[config.mk]
export PLATFORM = sky130hd
export DESIGN_NAME = pi_loop_filter
export DESIGN_NICKNAME = d
export VERILOG_FILES = /design/src/rtl/pi_loop_filter.sv
export SDC_FILE = /design/constraint.sdc
export NUM_CORES = 1
export LEC_CHECK = 0
export CORE_UTILIZATION = 55
export DETAILED_ROUTE_END_ITERATION = 10
export DONT_BUFFER_PORTS = 1
export HOLD_SLACK_MARGIN = 0.06
export PLACE_DENSITY = 0.69
export SYNTH_ARGS = -nofsm -noshare
export SYNTH_HDL_FRONTEND = slang
export SYNTH_SLANG_ARGS = --single-unit
export TNS_END_PERCENT = 20
[constraint.sdc]
create_clock -name clk -period 20.7 [get_ports clk]
set_input_delay 5.175 -clock clk [delete_from_list [all_inputs] [get_ports clk]]
set_output_delay 5.175 -clock clk [all_outputs]
set_load 0.02 [all_outputs]
[src/rtl/pi_loop_filter.sv]
module pi_loop_filter #(
  parameter int ERR_W     = 8,
  parameter int CODE_W    = 12,
  parameter int SH_W      = 4,
  parameter int LP_STAGES = 2,
  parameter int LOCK_W    = 8
) (
  input  logic                     clk,
  input  logic                     rst_n,
  input  logic                     upd_vld,
  input  logic                     bb_mode,
  input  logic                     bb_early,
  input  logic signed [ERR_W-1:0]  err_in,
  input  logic                     lock_in,
  input  logic [LOCK_W-1:0]        lock_len,
  input  logic [SH_W-1:0]          acq_alpha_sh,
  input  logic [SH_W-1:0]          acq_beta_sh,
  input  logic [SH_W-1:0]          trk_alpha_sh,
  input  logic [SH_W-1:0]          trk_beta_sh,
  input  logic [SH_W-1:0]          lp_sh,
  input  logic signed [CODE_W-1:0] preset_int,
  output logic signed [CODE_W-1:0] out_code,
  output logic                     out_vld,
  output logic                     trk_active
);
  localparam int WW = ERR_W + (1 << SH_W) + 2;
  localparam int SW = ((WW > CODE_W) ? WW : CODE_W) + 2;
  localparam logic signed [SW-1:0] CMAX = {{(SW-CODE_W+1){1'b0}}, {(CODE_W-1){1'b1}}};
  localparam logic signed [SW-1:0] CMIN = ~CMAX;

  function automatic logic signed [CODE_W-1:0] sat(input logic signed [SW-1:0] v);
    if (v > CMAX)      sat = CMAX[CODE_W-1:0];
    else if (v < CMIN) sat = CMIN[CODE_W-1:0];
    else               sat = v[CODE_W-1:0];
  endfunction

  logic signed [CODE_W-1:0] integ_q, out_q;
  logic [LOCK_W-1:0]        cnt_q;
  logic                     trk_q, vld_q;

  logic signed [ERR_W-1:0]  err;
  logic signed [SW-1:0]     err_x, inc, prop;
  logic [SH_W-1:0]          a_sh, b_sh;
  logic signed [CODE_W-1:0] int_nxt, pi_nxt;
  logic signed [CODE_W-1:0] lp_in [LP_STAGES+1];
  logic                     lock_hit;

  assign err   = bb_mode ? {{(ERR_W-1){~bb_early}}, 1'b1} : err_in;
  assign err_x = {{(SW-ERR_W){err[ERR_W-1]}}, err};
  assign a_sh  = trk_q ? trk_alpha_sh : acq_alpha_sh;
  assign b_sh  = trk_q ? trk_beta_sh  : acq_beta_sh;
  assign inc   = err_x <<< a_sh;
  assign prop  = err_x <<< b_sh;
  assign int_nxt = sat({{(SW-CODE_W){integ_q[CODE_W-1]}}, integ_q} + inc);
  assign pi_nxt  = sat({{(SW-CODE_W){int_nxt[CODE_W-1]}}, int_nxt} + prop);
  assign lp_in[0] = pi_nxt;

  for (genvar k = 0; k < LP_STAGES; k++) begin : g_lp
    logic signed [CODE_W-1:0] s_q;
    logic signed [CODE_W:0]   diff, stp;
    assign diff = {lp_in[k][CODE_W-1], lp_in[k]} - {s_q[CODE_W-1], s_q};
    assign stp  = diff >>> lp_sh;
    assign lp_in[k+1] = s_q + stp[CODE_W-1:0];
    always_ff @(posedge clk) begin
      if (!rst_n)       s_q <= preset_int;
      else if (upd_vld) s_q <= lp_in[k+1];
    end
  end

  assign lock_hit = ({1'b0, cnt_q} + 1'b1) >= {1'b0, lock_len};

  always_ff @(posedge clk) begin
    if (!rst_n) begin
      integ_q <= preset_int;
      out_q   <= preset_int;
      cnt_q   <= '0;
      trk_q   <= 1'b0;
      vld_q   <= 1'b0;
    end else begin
      vld_q <= upd_vld;
      if (upd_vld) begin
        integ_q <= int_nxt;
        out_q   <= lp_in[LP_STAGES];
        if (!lock_in) begin
          trk_q <= 1'b0;
          cnt_q <= '0;
        end else if (!trk_q) begin
          if (lock_hit) begin
            trk_q <= 1'b1;
            cnt_q <= '0;
          end else begin
            cnt_q <= cnt_q + 1'b1;
          end
        end
      end
    end
  end

  assign out_code   = out_q;
  assign out_vld    = vld_q;
  assign trk_active = trk_q;
endmodule


Word-level counts from Yosys, hierarchy flattened. Cells that the tools add are included.

Register bits after elaboration: 46. Bits in latches: 0. Bits in writable memories: 0. ROM bits: 0. Input bits: 54. Output and inout bits: 14. Word-level logic and storage cells: 46. Memories kept: 0.

Add/sub/neg operators: 8. $mul: 0. Divide/modulo/power cells: 0. Order comparisons: 5. Eq/ne operators: 2. Shift-type cells: 4. Muxes and demuxes: 19. Bitwise gates (word level): 1. Reductions and logical operators: 1.

Operator list (count): $mux W12 (10); $add A28 B28 Y28 (2); $gt A28 B12 Y1 const B (2); $lt A28 B12 Y1 const B (2); $sshl A8 B4 Y28 (2); $mux W8 (4); $sshr A13 B4 Y12 (2); $sub A12 B12 Y13 (2); $add A12 B12 Y12 (2); $add A8 B1 Y9 const B (1); $ge A9 B8 Y1 (1); $add A8 B1 Y8 const B (1); $mux W4 (2); $mux W1 (3); $ne A2 B1 Y1 const B (1); $ne A2 B2 Y1 const B (1); $reduce_and A2 Y1 (1); $not A1 Y1 (1).

Depth between registers and ports, before layout.
Word-level depth: 19. Depth in mapped cells: 77. Mapped depth without buffers: 73.

Worst setup path before layout. No wires, ideal clock.

Kind: input-to-reg. Start point: input port trk_alpha_sh[0]. End point: register out_q[10], in the netlist out_code[10], data pin. Library setup time: 0.138 ns. Data arrival time: 19.433 ns. Required time: 20.562 ns. Setup slack: 1.129 ns. Cell stages on the path: 69. Path through: mux2i_1 > clkbuf_1 > a21oi_1 > mux2_2 > mux2i_1 > o22ai_1 > ha_1 > and3_4 > o211a_4 > a211oi_4 > o41ai_4 > nor4b_1 > nor4_2 > nor4_2 > a21oi_1 > buf_2 > o21ai_0 > ha_1 > [33 not listed] > o2111ai_1 > ha_1 > nand3_1 > a2111o_1 > a21boi_0 > nor2_1 > a211o_1 > a311o_1 > ha_1 > a21o_1 > a21oi_1 > o21bai_1 > a21oi_1 > o21bai_1 > a21o_1 > a21oi_1 > or4b_2 > nand4_1.

Cells in the longest elaborated chain, start to end: 18. Elaborated cells on any way between the ends: 20. Classes of those cells: add/sub: 6; order compare: 4; shift: 3; mux: 7.

RTL lines: from (decl) (line 18) `input logic [SH_W-1:0] trk_alpha_sh,`; $mux W4 (*) (line 50) `assign a_sh = trk_q ? trk_alpha_sh : acq_alpha_sh;`; $sshl A8 B4 Y28 (*) (line 52) `assign inc = err_x <<< a_sh;`; $add A28 B28 Y28 (*) (line 54) `assign int_nxt = sat({{(SW-CODE_W){integ_q[CODE_W-1]}}, integ_q} + inc);`; $lt A28 B12 Y1 (line 33) `else if (v < CMIN) sat = CMIN[CODE_W-1:0];`; $mux W12 (line 33); $mux W12 (*) (line 32) `if (v > CMAX) sat = CMAX[CODE_W-1:0];`; $add A28 B28 Y28 (*) (line 55) `assign pi_nxt = sat({{(SW-CODE_W){int_nxt[CODE_W-1]}}, int_nxt} + prop);`; $lt A28 B12 Y1 (line 33); [2 not listed]; $sub A12 B12 Y13 (*) (line 61) `assign diff = {lp_in[k][CODE_W-1], lp_in[k]} - {s_q[CODE_W-1], s_q};`; $sshr A13 B4 Y12 (*) (line 62) `assign stp = diff >>> lp_sh;`; $add A12 B12 Y12 (*) (line 63) `assign lp_in[k+1] = s_q + stp[CODE_W-1:0];`; $sub A12 B12 Y13 (*) (line 61); $sshr A13 B4 Y12 (*) (line 62); $add A12 B12 Y12 (*) (line 63); $mux W12 (*) (line 81) `if (upd_vld) begin`; $mux W12 (*) (line 73) `if (!rst_n) begin`; to (signal assigned) (line 75) `out_q <= preset_int;`; to (signal assigned) (line 83) `out_q <= lp_in[LP_STAGES];`; to (decl) (line 37) `logic signed [CODE_W-1:0] integ_q, out_q;`.

Mark *: on every way between the ends. The rest lies on a longest branch, timed or not. The select of a mux whose other input is x is not followed. A chain may end at the register's enable or synchronous reset.

Worst setup path after layout.
Start point: input port bb_mode. End point: register out_q[10], in the netlist out_code[10], data pin.

Cells in the longest elaborated chain, start to end: 18. Elaborated cells on any way between the ends: 21. Classes of those cells: add/sub: 6; order compare: 4; shift: 4; mux: 7.

RTL lines: from (decl) (line 11) `input logic bb_mode,`; $mux W8 (*) (line 48) `assign err = bb_mode ? {{(ERR_W-1){~bb_early}}, 1'b1} : err_in;`; $sshl A8 B4 Y28 (line 52); $add A28 B28 Y28 (line 54); $lt A28 B12 Y1 (line 33); $mux W12 (line 33); $mux W12 (line 32); $add A28 B28 Y28 (*) (line 55); $lt A28 B12 Y1 (line 33); [2 not listed]; $sub A12 B12 Y13 (*) (line 61); $sshr A13 B4 Y12 (*) (line 62); $add A12 B12 Y12 (*) (line 63); $sub A12 B12 Y13 (*) (line 61); $sshr A13 B4 Y12 (*) (line 62); $add A12 B12 Y12 (*) (line 63); $mux W12 (*) (line 81); $mux W12 (*) (line 73).

Marked as above.

==> impl_metrics.ini <==
[run_status]
status = finished clean

[grt]
grt_max_degree = 45
antenna_found_initial = 0
grt.total_usage = 0.3008
grt_overflow_total = 0
grt_first_pass_wirelength_um = 44200
grt_pass1_vias = 8666

[cells_and_area]
final_core_util = 0.6088
finalNetCount = 1458
multiInputGateArea_um2 = 8135
seqCellArea_um2 = 1281
synthToLayoutAreaGrowth_pct = 8.583
layout_commonest_cell = nand2_1
fillers = 1579
final_layout_size_suffix_gt1_frac = 0.1303
layout_common_cells = nand2_1 (132), nor2_1 (119), o21ai_0 (103)
final_cell_count_no_fill = 1522
antennaDiodeCount = 0

[die]
initial_core_util = 0.5607
coreArea_um2 = 17240
die_height_um = 134.6
die_w_um = 134.6
dieArea_um2 = 18110
top_level_ports = 68
std_cell_rows = 48

[critical_path]
crit_type = input pin to register
r2r-start = trk_active
reg2reg_depth = 68
crit_slowest_cell = or4b_2
crit_fanout = 12
required_ns = 20.86
r2r_setup_slack_ns = 4.64
cp.arrival_ns = 20.11
max_stage_delay_ns = 0.64
critPathCaptureType = register
cp-start-kind = input pin
r2r-end = out_code[10]

[logic_synthesis]
synth_warnings = 0
synth-seq-cells = 46
syn_inst = 1303
ys_types = 99
yosysSeqAreaShare = 0.1326
synthesis.area_um2 = 9664
syn_nets = 1465
syn_area_per_cell_um2 = 7.417
synth-main-ff-cell = edfxtp_1
synth-edff-count = 36
async_flop_share = 0

[routing]
dr_total_vias = 9869
wl_per_cell_um = 18.57
drcViolationCount = 0
dr.pass1.iters = 5
drt_iter0_drc = 846
vias_per_cell = 6.484
drt-total-wl_um = 28270
detail-route-antenna-nets = 0

[clock_tree]
clockBufferDepth = 2
cts.clk_slew.worst_paths_ns = 0.07
cts_tree = done
htreeDepth = 2
root_buffer = clkbuf_16
clkSinkCount = 46
insertion_delay_ns = 0.29
ctsHoldBuffers = 0
numCtsBuffers = 5

[worst_hold_path]
min_from = cnt_q[1]
worstHoldEndpoint = cnt_q[1]
hold_class = register to register
min_path_cells = 2

[timing]
fin_skew_ns = 0.008890
slew_violations = 0
relSlewSlack = 0.3432
tightest_slew_ns = 0.9839
finalSetupViolations = 0
fmax_mhz = 50.12
tns_ns = 0
hold_violations = 0
layout_min_cycle_time_ns = 19.95
fin_hold_ws_ns = 0.4869
finalCritPeriodShare = 0.9638

[placed_design]
place_inst = 1506
io_buffers = 0
finalWeightedCongestion = 0.9579
dpl.hpwl_um = 22400

[run]
drv_cap = 0
## logic make-up (layout without fill, tap and decap cells)
kind of cell / Yosys count / in the layout / share of synthesized area
AO/OA/AOI/OAI: 459 / 460 / 0.3335
XOR/XNOR: 65 / 65 / 0.05891
adder cells (fa/ha/maj): 108 / 108 / 0.1445
buffers and inverters: 141 / 133 / 0.05684
flip-flops: 46 / 46 / 0.1326
multiplexers: 58 / 58 / 0.06512
AND/OR/NAND/NOR: 426 / 427 / 0.2086
## worst max path at each step
stage,start,endpoint,slack [ns]
final,bb_mode,out_code[10],0.75
after global placement,bb_mode,out_code[11],-0.12
after global routing,bb_mode,out_code[10],-0.09
after CTS,bb_mode,out_code[10],0.01
after floorplan,trk_alpha_sh[0],out_code[10],1.13
after detailed placement,bb_mode,out_code[11],-0.41
## Yosys cell counts (4+ instances only)
cell / number / share of area
o221a_2: 4 / 0.0047
a211o_1: 5 / 0.0045
o211a_1: 4 / 0.0041
a2111oi_0: 4 / 0.0036
a21boi_0: 7 / 0.0054
and3_1: 4 / 0.0026
a211oi_1: 19 / 0.015
nand2b_1: 12 / 0.0078
mux2_2: 19 / 0.022
o211ai_1: 11 / 0.0085
o311ai_2: 9 / 0.015
o21bai_1: 9 / 0.0070
o221ai_1: 9 / 0.0082
o21ai_1: 9 / 0.0047
xor2_1: 29 / 0.026
buf_2: 10 / 0.0052
o22ai_1: 15 / 0.0097
o21a_1: 10 / 0.0078
o21ai_0: 111 / 0.057
o2111ai_1: 6 / 0.0054
nand4_1: 11 / 0.0071
mux2i_1: 37 / 0.038
a21oi_1: 109 / 0.056
o311a_1: 5 / 0.0052
xnor2_1: 36 / 0.033
or2_2: 7 / 0.0045
nor2b_1: 20 / 0.013
inv_1: 80 / 0.031
and2_1: 10 / 0.0065
edfxtp_1: 36 / 0.11
o31a_1: 5 / 0.0045
nor4_1: 8 / 0.0052
fa_1: 6 / 0.012
a21o_1: 24 / 0.019
a31oi_1: 12 / 0.0078
o31ai_1: 11 / 0.0085
ha_1: 102 / 0.13
or3_1: 12 / 0.0078
nand3_1: 34 / 0.018
clkbuf_1: 45 / 0.017
a311oi_1: 7 / 0.0063
nand2_1: 132 / 0.051
nor3_1: 32 / 0.017
dfxtp_1: 10 / 0.021
nor2_1: 122 / 0.047
## routing by layer
metal / GRT usage / wire length, µm
met1: 0.4348 / 13230
met2: 0.4893 / 12850
met3: 0.03153 / 1831
met4: 0.04869 / 356
met5: 0 / 0
## critical path: cells and delay by family
kind / cells / cell delay [ns]
muxes: 3 / 0.77
adders and majority gates: 8 / 2.06
AOI/OAI and AO/OA: 37 / 7.20
xor gates and xnor gates: 2 / 0.49
and+or+nand+nor: 16 / 3.26
buffers and inverters: 8 / 1.14
## state kept, by name, indices dropped and copies added (netlist names)
| name | cells |
|---|---|
| cnt_q | 8 |
| out_vld | 1 |
| g_lp.s_q | 12 |
| integ_q | 12 |
| trk_active | 1 |
| out_code | 12 |
## final cells by class
cell class,instances,share of cell area
clock buffers,7,0.01467
repair buffers,42,0.03005
multi-input cells,1118,0.7752
inverters,82,0.03005
clock inverters,1,0.0005962
repair inverters,1,0.0004769
well taps,225,0.02683
flip-flops and latches,46,0.1221
## stage by stage
| step | instance area [µm²] | setup WS, ns |
|---|---|---|
| finish | 10490 | 0.7495 |
| global route | 10490 | -0.08778 |
| CTS | 10150 | 0.01382 |
| detailed placement | 9986 | -0.4126 |
| global placement | 9986 | -0.1243 |
| floorplan | 9664 | 1.129 |
## what timing repair did
item / in CTS / in global routing
buffers inserted: 0 / 5
gates cloned: 0 / 3
pin swaps: 0 / 14
resized for setup: 3 / 61
endpoints found under the setup margin: 3 / 12
Power is left out: the tool's default activity adds up to more than one toggle a clock period on the data nets, which glitch-free logic cannot reach.
